[src/rtl/lcd_phase_pkg.sv]
package lcd_phase_pkg;

    localparam int DEF_SEG_COUNT   = 32;
    localparam int DEF_DIV_BITS    = 8;
    localparam int DEF_SYNC_STAGES = 2;

    typedef enum logic {
        BP_SRC_DIVIDED = 1'b0,
        BP_SRC_DRIVEN  = 1'b1
    } bp_src_e;

endpackage

[src/rtl/lcd_osc_sync.sv]
module lcd_osc_sync #(
    parameter int STAGES = lcd_phase_pkg::DEF_SYNC_STAGES
) (
    input  logic clk,
    input  logic rst_n,
    input  logic osc_i,
    output logic osc_lvl_o,
    output logic osc_rise_o
);

    typedef struct packed {
        logic [STAGES-1:0] chain;
        logic              prev;
    } sync_state_t;

    sync_state_t st_d, st_q;

    always_comb begin
        st_d       = st_q;
        st_d.chain = (st_q.chain << 1) | STAGES'(osc_i);
        st_d.prev  = st_q.chain[STAGES-1];
    end

    always_ff @(posedge clk or negedge rst_n) begin
        if (!rst_n) begin
            st_q <= '0;
        end else begin
            st_q <= st_d;
        end
    end

    assign osc_lvl_o  = st_q.chain[STAGES-1];
    assign osc_rise_o = st_q.chain[STAGES-1] & ~st_q.prev;

endmodule

[src/rtl/lcd_bp_divider.sv]
module lcd_bp_divider #(
    parameter int DIV_BITS = lcd_phase_pkg::DEF_DIV_BITS
) (
    input  logic                clk,
    input  logic                rst_n,
    input  logic                mode_drv_i,
    input  logic                osc_lvl_i,
    input  logic                osc_rise_i,
    output logic                bp_o,
    output logic [DIV_BITS-1:0] div_cnt_o
);

    import lcd_phase_pkg::*;

    localparam int MSB = DIV_BITS - 1;

    typedef struct packed {
        logic [DIV_BITS-1:0] cnt;
        logic                bp;
    } div_state_t;

    div_state_t st_d, st_q;
    bp_src_e    src;

    assign src = bp_src_e'(mode_drv_i);

    always_comb begin
        st_d = st_q;
        if (src == BP_SRC_DRIVEN) begin
            st_d.cnt = '0;
            st_d.bp  = osc_lvl_i;
        end else begin
            if (osc_rise_i) begin
                st_d.cnt = st_q.cnt + 1'b1;
            end
            st_d.bp = st_q.cnt[MSB];
        end
    end

    always_ff @(posedge clk or negedge rst_n) begin
        if (!rst_n) begin
            st_q <= '0;
        end else begin
            st_q <= st_d;
        end
    end

    assign bp_o      = st_q.bp;
    assign div_cnt_o = st_q.cnt;

endmodule

[src/rtl/lcd_seg_phase.sv]
module lcd_seg_phase #(
    parameter int SEG_COUNT = lcd_phase_pkg::DEF_SEG_COUNT
) (
    input  logic                 clk,
    input  logic                 rst_n,
    input  logic                 bp_i,
    input  logic [SEG_COUNT-1:0] seg_bits_i,
    output logic [SEG_COUNT-1:0] seg_o
);

    typedef struct packed {
        logic run;
    } seg_state_t;

    seg_state_t st_d, st_q;

    always_comb begin
        st_d     = st_q;
        st_d.run = 1'b1;
    end

    always_ff @(posedge clk or negedge rst_n) begin
        if (!rst_n) begin
            st_q <= '0;
        end else begin
            st_q <= st_d;
        end
    end

    for (genvar g = 0; g < SEG_COUNT; g++) begin : g_seg
        assign seg_o[g] = bp_i ^ (seg_bits_i[g] & st_q.run);
    end

endmodule

[src/rtl/lcd_phase_gen.sv]
module lcd_phase_gen #(
    parameter int SEG_COUNT   = lcd_phase_pkg::DEF_SEG_COUNT,
    parameter int DIV_BITS    = lcd_phase_pkg::DEF_DIV_BITS,
    parameter int SYNC_STAGES = lcd_phase_pkg::DEF_SYNC_STAGES
) (
    input  logic                 clk,
    input  logic                 rst_n,
    input  logic                 osc_i,
    input  logic                 mode_drv_i,
    input  logic [SEG_COUNT-1:0] seg_bits_i,
    output logic                 bp_o,
    output logic [SEG_COUNT-1:0] seg_o
);

    logic                osc_lvl;
    logic                osc_rise;
    logic [DIV_BITS-1:0] div_cnt;

    lcd_osc_sync #(
        .STAGES (SYNC_STAGES)
    ) sync_i (
        .clk        (clk),
        .rst_n      (rst_n),
        .osc_i      (osc_i),
        .osc_lvl_o  (osc_lvl),
        .osc_rise_o (osc_rise)
    );

    lcd_bp_divider #(
        .DIV_BITS (DIV_BITS)
    ) div_i (
        .clk        (clk),
        .rst_n      (rst_n),
        .mode_drv_i (mode_drv_i),
        .osc_lvl_i  (osc_lvl),
        .osc_rise_i (osc_rise),
        .bp_o       (bp_o),
        .div_cnt_o  (div_cnt)
    );

    lcd_seg_phase #(
        .SEG_COUNT (SEG_COUNT)
    ) seg_i (
        .clk        (clk),
        .rst_n      (rst_n),
        .bp_i       (bp_o),
        .seg_bits_i (seg_bits_i),
        .seg_o      (seg_o)
    );

endmodule

[config.mk]
export PLATFORM = sky130hd
export DESIGN_NAME = lcd_phase_gen
export DESIGN_NICKNAME = d
export VERILOG_FILES = /design/src/rtl/lcd_phase_pkg.sv /design/src/rtl/lcd_osc_sync.sv /design/src/rtl/lcd_bp_divider.sv /design/src/rtl/lcd_seg_phase.sv /design/src/rtl/lcd_phase_gen.sv
export SDC_FILE = /design/constraint.sdc
export NUM_CORES = 1
export LEC_CHECK = 0
export ABC_AREA = 1
export BUFFER_PORTS_ARGS = -buffer_cell sky130_fd_sc_hd__buf_2
export CAP_MARGIN = 20
export CORE_ASPECT_RATIO = 0.9
export CORE_MARGIN = 2
export CORE_UTILIZATION = 40
export CTS_CLUSTER_DIAMETER = 60
export DETAILED_ROUTE_END_ITERATION = 10
export GPL_TIMING_DRIVEN = 0
export PLACE_DENSITY = 0.77
export SLEW_MARGIN = 25
export SYNTH_ARGS = -nofsm -noshare
export SYNTH_HDL_FRONTEND = slang
export SYNTH_SLANG_ARGS = --single-unit
export TNS_END_PERCENT = 5
[constraint.sdc]
create_clock -name clk -period 2.44 [get_ports clk]
set_input_delay 0.488 -clock clk [delete_from_list [all_inputs] [get_ports clk]]
set_output_delay 0.488 -clock clk [all_outputs]
set_load 0.03 [all_outputs]
==> results of run 1 <==
power by group through the flow:
stage	logic [W]	registers [W]	clock network, W
after floorplan	0.000200	0.000232	0
after global placement	0.000293	0.000231	0
after detailed placement	0.000296	0.000231	0
after CTS	0.000297	0.000227	0.000140
after global routing	0.000314	0.000227	0.000145
final	0.000293	0.000226	0.000131
synthesized netlist by cell type:
library cell / n
inv_2: 1
nor2_2: 1
nand2_4: 1
buf_6: 3
nor2_1: 9
xor2_1: 33
a21oi_1: 4
buf_4: 3
nor2_4: 1
conb_1: 1
ha_1: 1
nand2_1: 47
o21ai_0: 3
nand3_1: 7
inv_1: 8
buf_2: 1
dfrtp_1: 13
metal layers:
layer | share of wire [%] | wire length [um]
met1 | 41 | 972
met2 | 45 | 1060
met3 | 13 | 294
met5 | 0 | 0
met4 | 1.0 | 24
logic make-up (layout without fill, tap and decap cells):
group	Yosys count	count (layout)	synth area share, %
buffers and inverters	16	88	9.19
flip-flops	13	13	31.4
XOR/XNOR	33	33	27.9
AND/OR/NAND/NOR	66	66	26.5
AO/OA/AOI/OAI	7	7	3.39
other	1	1	0.362
adder cells (fa/ha/maj)	1	1	1.21
flip-flops by register name, summed over array words and instances (netlist names):
signal,flops
sync_i.st_q,2
sync_i.osc_lvl_o,1
seg_i.st_q,1
div_i.div_cnt_o,8
div_i.bp_o,1
cell type report:
type / instances / area (um2)
inverter: 9 / 33.8
clock buffer: 4 / 26.3
multi-input combinational: 108 / 614
fill: 230 / 1010
timing repair buffer: 68 / 340
tap: 28 / 35.0
buffer: 7 / 61.3
sequential: 13 / 325
worst max-delay path, cell delays in order (launching register included):
cell and delay [ns]:
dfrtp_1 0.39, inv_2 0.13, buf_6 0.18, xor2_1 0.19
buf_2 0.23
through the flow:
step / instances / hold slack [ns] / util, %
after detailed placement: 233 / 0.339 / 57.6
after CTS: 237 / 0.0836 / 58.7
after floorplan: 137 / 0.192 / -
after global placement: 233 / 0.335 / 57.6
after global routing: 237 / 0.102 / 58.7
final: 237 / 0.0817 / 58.7
how the worst min path moves through the flow:
stage,from,to,slack [ns],cells after the start
2_1_floorplan,rst_n,div_i.bp_o$_DFF_PN0_,0.19,0
3_3_place_gp,sync_i.st_q[1]$_DFF_PN0_,sync_i.osc_lvl_o$_DFF_PN0_,0.34,0
3_5_place_dp,sync_i.st_q[1]$_DFF_PN0_,sync_i.osc_lvl_o$_DFF_PN0_,0.34,0
4_1_cts,rst_n,div_i.div_cnt_o[3]$_DFFE_PN0P_,0.08,1
5_1_grt,rst_n,div_i.div_cnt_o[5]$_DFFE_PN0P_,0.10,1
6_report,rst_n,div_i.div_cnt_o[6]$_DFFE_PN0P_,0.08,1
cells in the final DEF (no fill, tap or decap):
| cell type | instances |
|---|---|
| a21oi_1 | 4 |
| buf_2 | 69 |
| buf_4 | 3 |
| buf_6 | 3 |
| clkbuf_1 | 1 |
| clkbuf_4 | 3 |
| conb_1 | 1 |
| dfrtp_1 | 13 |
| ha_1 | 1 |
| inv_1 | 8 |
| inv_2 | 1 |
| nand2_1 | 47 |
| nand2_4 | 1 |
| nand3_1 | 7 |
| nor2_1 | 9 |
| nor2_2 | 1 |
| nor2_4 | 1 |
| o21ai_0 | 3 |
| xor2_1 | 33 |
==> results.yml, run 1 <==
status:
  outcome: "completed"
global_routing:
  grt_pass1_vias: 779
  gr-usage-all-layers_pct: 14.9
  grt_use_met3_pct: 6.91
  overflow: 0
  grt_util_met2_pct: 23.9
  grt_use_met1_pct: 18.3
  grt_pass1_wl_um: 3440
  grt_max_degree: 14
  antenna_found_initial: 0
  top_usage_layer: "met2"
timing:
  finalHoldViolations: 0
  fin_crit_ns: 1.89
  drv_slew: 0
  setup_tns_ns: 0
  report.final.setup_viol: 0
  timing.final.ws_setup_ns: 0.547
  layout_worst_path_cycle_share_pct: 77.6
  rsz0062_at_grt: "false"
  clock_skew_ns: 0.000476
  clock.fmax_ghz: 0.528
yosys:
  ys_seq_elements: 13
  syn-num-nets: 174
  yosys.area.top_type: "dfrtp_1"
  yosys_warnings: 0
  ys_types: 17
  avgSynthCellArea_um2: 7.55
  syn_area_um2: 1030
  synth_cells: 137
  synth_top_area_share_pct: 31.4
  synth_area_leaders: "dfrtp_1 (31%), xor2_1 (28%), nand2_1 (17%), nand3_1 (3.4%), nor2_1 (3.3%)"
  ys_seq_area_share_pct: 31.4
route:
  vias: 1039
  first_iter_violations: 57
  vias_per_cell: 4.38
  drc: 0
  drt-pass1-iter-count: 5
  wl_per_cell_um: 9.92
  routed_wl_um: 2350
  drtAntennaViolNets: 0
worst_setup_path:
  path_class: "flip-flop to primary output"
  critPathRequiredTime_ns: 1.95
  worst-r2r-setup-slack_ns: 1.32
  r2r-end: "div_i.div_cnt_o[4]$_DFFE_PN0P_"
  start_kind: "flip-flop"
  endpoint_kind: "primary output"
  r2r_start: "div_i.div_cnt_o[0]$_DFFE_PN0P_"
  cp-startpoint: "div_i.bp_o$_DFF_PN0_"
  endpoint: "seg_o[4]"
  critical_path.max_fanout: 10
  cp.arrival_ns: 1.40
  r2r_cells: 6
clock_tree:
  cts_sinks: 13
  cts_max_level: 1
  clk_latency_ns: 0.28
  cts-hold-fix-buffers: 0
  cts_made_buffers: 3
  path_clk_slew_ns: 0.07
  post-cts-setup-buffers: 0
  cts_tree: "built"
  cts_resized: 0
  root_buffer: "clkbuf_4"
  clockBufferDepth: 2
placement:
  dp_slack_ns: 0.850
  placed_area_um2: 1410
  finalWeightedCongestion: 0.778
  dp_hpwl_um: 1890
  port_buffers: 68
die:
  initial_core_util_pct: 42.3
  die_x_um: 57.6
  row_count: 17
  die_h_um: 52.3
  core_um2: 2450
  dieArea_um2: 3010
  pin_count: 69
finish:
  fin_area_um2: 1440
  nets: 247
  n_antenna_cell: 0
  area_growth_pct: 38.8
  drive_gt1_share_pct: 39.2
pwr:
  switching_share_pct: 41.5
  clockPowerShare_pct: 20.2
  ir_drop_mv: 0.325
  switchingPower_w: 0.000270
  seq_power_share_pct: 34.8
  pwr-share-comb_pct: 45.1
  power.total_w: 0.000651
  power.density_nw_per_um2: 453
  cell_internal_pwr_w: 0.000381
  p_leak_nw: 0.789
flow_run:
  maxCapViolCount: 0
hold_path:
  min_path_type: "input port to asynchronous set/reset pin"
No activity file was read; power rests on OpenSTA's default activity.
==> run 2: changes to the inputs <==
--- a/config.mk
+++ b/config.mk
@@ -10,11 +10,11 @@
 export CAP_MARGIN = 20
 export CORE_ASPECT_RATIO = 0.9
 export CORE_MARGIN = 2
-export CORE_UTILIZATION = 40
+export CORE_UTILIZATION = 37
 export CTS_CLUSTER_DIAMETER = 60
 export DETAILED_ROUTE_END_ITERATION = 10
 export GPL_TIMING_DRIVEN = 0
-export PLACE_DENSITY = 0.77
+export PLACE_DENSITY = 0.75
 export SLEW_MARGIN = 25
 export SYNTH_ARGS = -nofsm -noshare
 export SYNTH_HDL_FRONTEND = slang
==> constraint.sdc (replaced) <==
create_clock -name clk -period 1.7 [get_ports clk]
set_input_delay 0.34 -clock clk [delete_from_list [all_inputs] [get_ports clk]]
set_output_delay 0.34 -clock clk [all_outputs]
set_load 0.03 [all_outputs]
==> run 2 against run 1 <==
The flow now finishes with violations (negative setup slack). Setup slack got worse by 0.56 ns. Flip-flop and latch count did not move. Core utilization fell by 1.7 points. Cell area rose by 7.2%. Register-to-register slack got worse by 0.75 ns. Critical path type unchanged. Largest cell class unchanged. Largest power group unchanged. Highest routed layer unchanged.
==> results.yml, run 2 (synthesized netlist as in run 1, its figures left out) <==
die:
  die_h_um: 54.2
  pin_count: 69
  die_x_um: 59.7
  initial_core_util_pct: 38.3
  dieArea_um2: 3240
  core_um2: 2700
  row_count: 18
clock_tree:
  cts_sinks: 13
  clockBufferDepth: 2
  cts_made_buffers: 3
  cts_max_level: 1
  path_clk_slew_ns: 0.07
  cts_tree: "built"
  root_buffer: "clkbuf_4"
  clk_latency_ns: 0.27
route:
  drc: 0
  drt-pass1-iter-count: 4
  vias: 1084
  drtAntennaViolNets: 0
  routed_wl_um: 2440
  vias_per_cell: 4.52
  first_iter_violations: 53
  wl_per_cell_um: 10.2
placement:
  port_buffers: 68
  finalWeightedCongestion: 0.799
  dp_slack_ns: 0.276
  dp.cells: 235
  dp_hpwl_um: 1860
timing:
  clock.fmax_ghz: 0.584
  drv_slew: 0
  setup_tns_ns: -0.0117
  clock_skew_ns: 0.00124
  report.final.setup_viol: 1
  fin_crit_ns: 1.71
  layout_worst_path_cycle_share_pct: 101
  finalHoldViolations: 0
  rsz0062_at_grt: "true"
  timing.final.ws_setup_ns: -0.0117
global_routing:
  grt_pass1_vias: 894
  gr-usage-all-layers_pct: 14.9
  overflow: 0
  antenna_found_initial: 0
  grt_max_degree: 14
  grt_pass1_wl_um: 3590
flow_run:
  maxCapViolCount: 0
worst_setup_path:
  critical_path.max_fanout: 10
  max_stage_delay_ns: 0.44
  crit_path_cell_trace: "buf_4, nand2_1, xor2_1, buf_2"
  start_kind: "flip-flop"
  endpoint_kind: "primary output"
  path_class: "flip-flop to primary output"
  cp.arrival_ns: 1.37
  r2r_cells: 6
  r2r_start: "div_i.div_cnt_o[0]$_DFFE_PN0P_"
  cpMaxStageDelayCell: "dfrtp_2"
  r2r-end: "div_i.div_cnt_o[4]$_DFFE_PN0P_"
  critPathRequiredTime_ns: 1.36
  worst-r2r-setup-slack_ns: 0.57
status:
  violations: "negative setup slack"
  outcome: "finished with violations"
pwr:
  power.total_w: 0.000983
  power.density_nw_per_um2: 638
  ir_drop_mv: 0.455
  p_leak_nw: 0.816
finish:
  nets: 248
  mostFrequentLayoutCells: "nand2_1 (47), buf_2 (43), xor2_1 (32)"
  nFillCells: 250
  drive_gt1_share_pct: 40.0
  final_common_cell: "nand2_1"
  largest_reg_flops: 8
  instances_no_fill: 240
  multi_input_area_um2: 622
  final_core_util_pct: 57.0
  final-seq-area_um2: 327
  n_antenna_cell: 0
  area_growth_pct: 48.9
hold_path:
  hold_end: "sync_i.st_q[1]$_DFF_PN0_"
  hold_path_startpoint: "osc_i"
  holdPathStages: 1
  min_path_type: "input port to flip-flop"
run 2: changes by cell type in the layout (fill, tap and decap cells not counted), sizes merged:
cell / before / now
dlygate4sd3: 0 / 1
run 2: area by class of cell:
class | instances | area share, %
Buffer | 7 | 4.71
Sequential cell | 13 | 21.2
Multi-Input combinational cell | 108 | 40.4
Inverter | 9 | 2.36
Timing Repair Buffer | 69 | 27.2
Clock buffer | 4 | 1.71
Tap cell | 30 | 2.44
run 2: critical path: cells and delay by family, from the launching register on:
| family | cells | cell delay [ns] |
|---|---|---|
| xor gates and xnor gates | 1 | 0.18 |
| buffers and inverters | 2 | 0.40 |
| DFF | 1 | 0.44 |
| and+or+nand+nor | 1 | 0.08 |
run 2: layer usage:
| metal | track usage [%] | wire length [um] | vias up |
|---|---|---|---|
| li1 | - | - | 556 |
| met1 | 15.6 | 918 | 477 |
| met2 | 28.3 | 1240 | 49 |
| met3 | 2.88 | 262 | 2 |
| met4 | 7.78 | 16 | 0 |
| met5 | 0 | 0 | - |
run 2: through the flow:
stage / hold slack (ns) / instance area, um2
floorplan: 0.0444 / 1030
finish: 0.170 / 1540
detailed placement: 0.241 / 1410
CTS: 0.162 / 1460
global route: 0.155 / 1540
global placement: 0.237 / 1410
run 2: worst max path at each step:
stage	start	end	cells after the start
after global placement	div_i.bp_o$_DFF_PN0_	seg_o[10]	4
after floorplan	div_i.bp_o$_DFF_PN0_	seg_o[0]	3
final	seg_i.st_q$_DFF_PN0_	seg_o[23]	4
after global routing	seg_i.st_q$_DFF_PN0_	seg_o[9]	4
after CTS	div_i.bp_o$_DFF_PN0_	seg_o[9]	4
after detailed placement	div_i.bp_o$_DFF_PN0_	seg_o[10]	4
run 2: what timing repair did:
| action | in CTS | in global routing |
|---|---|---|
| pin swaps | 0 | 2 |
| hold endpoints to repair | 13 | 0 |
| setup buffers | 0 | 0 |
| gates cloned | 0 | 0 |
| resized for setup | 3 | 54 |
| setup endpoints to repair | 2 | 30 |
| hold buffers | 1 | 0 |
run 2: power breakdown:
part | switching (W) | total (W) | internal, W
combinational | 0.000291 | 0.000472 | 0.000180
sequential | 0.00000773 | 0.000326 | 0.000318
clock | 0.0000944 | 0.000185 | 0.0000909
total | 0.000394 | 0.000983 | 0.000589
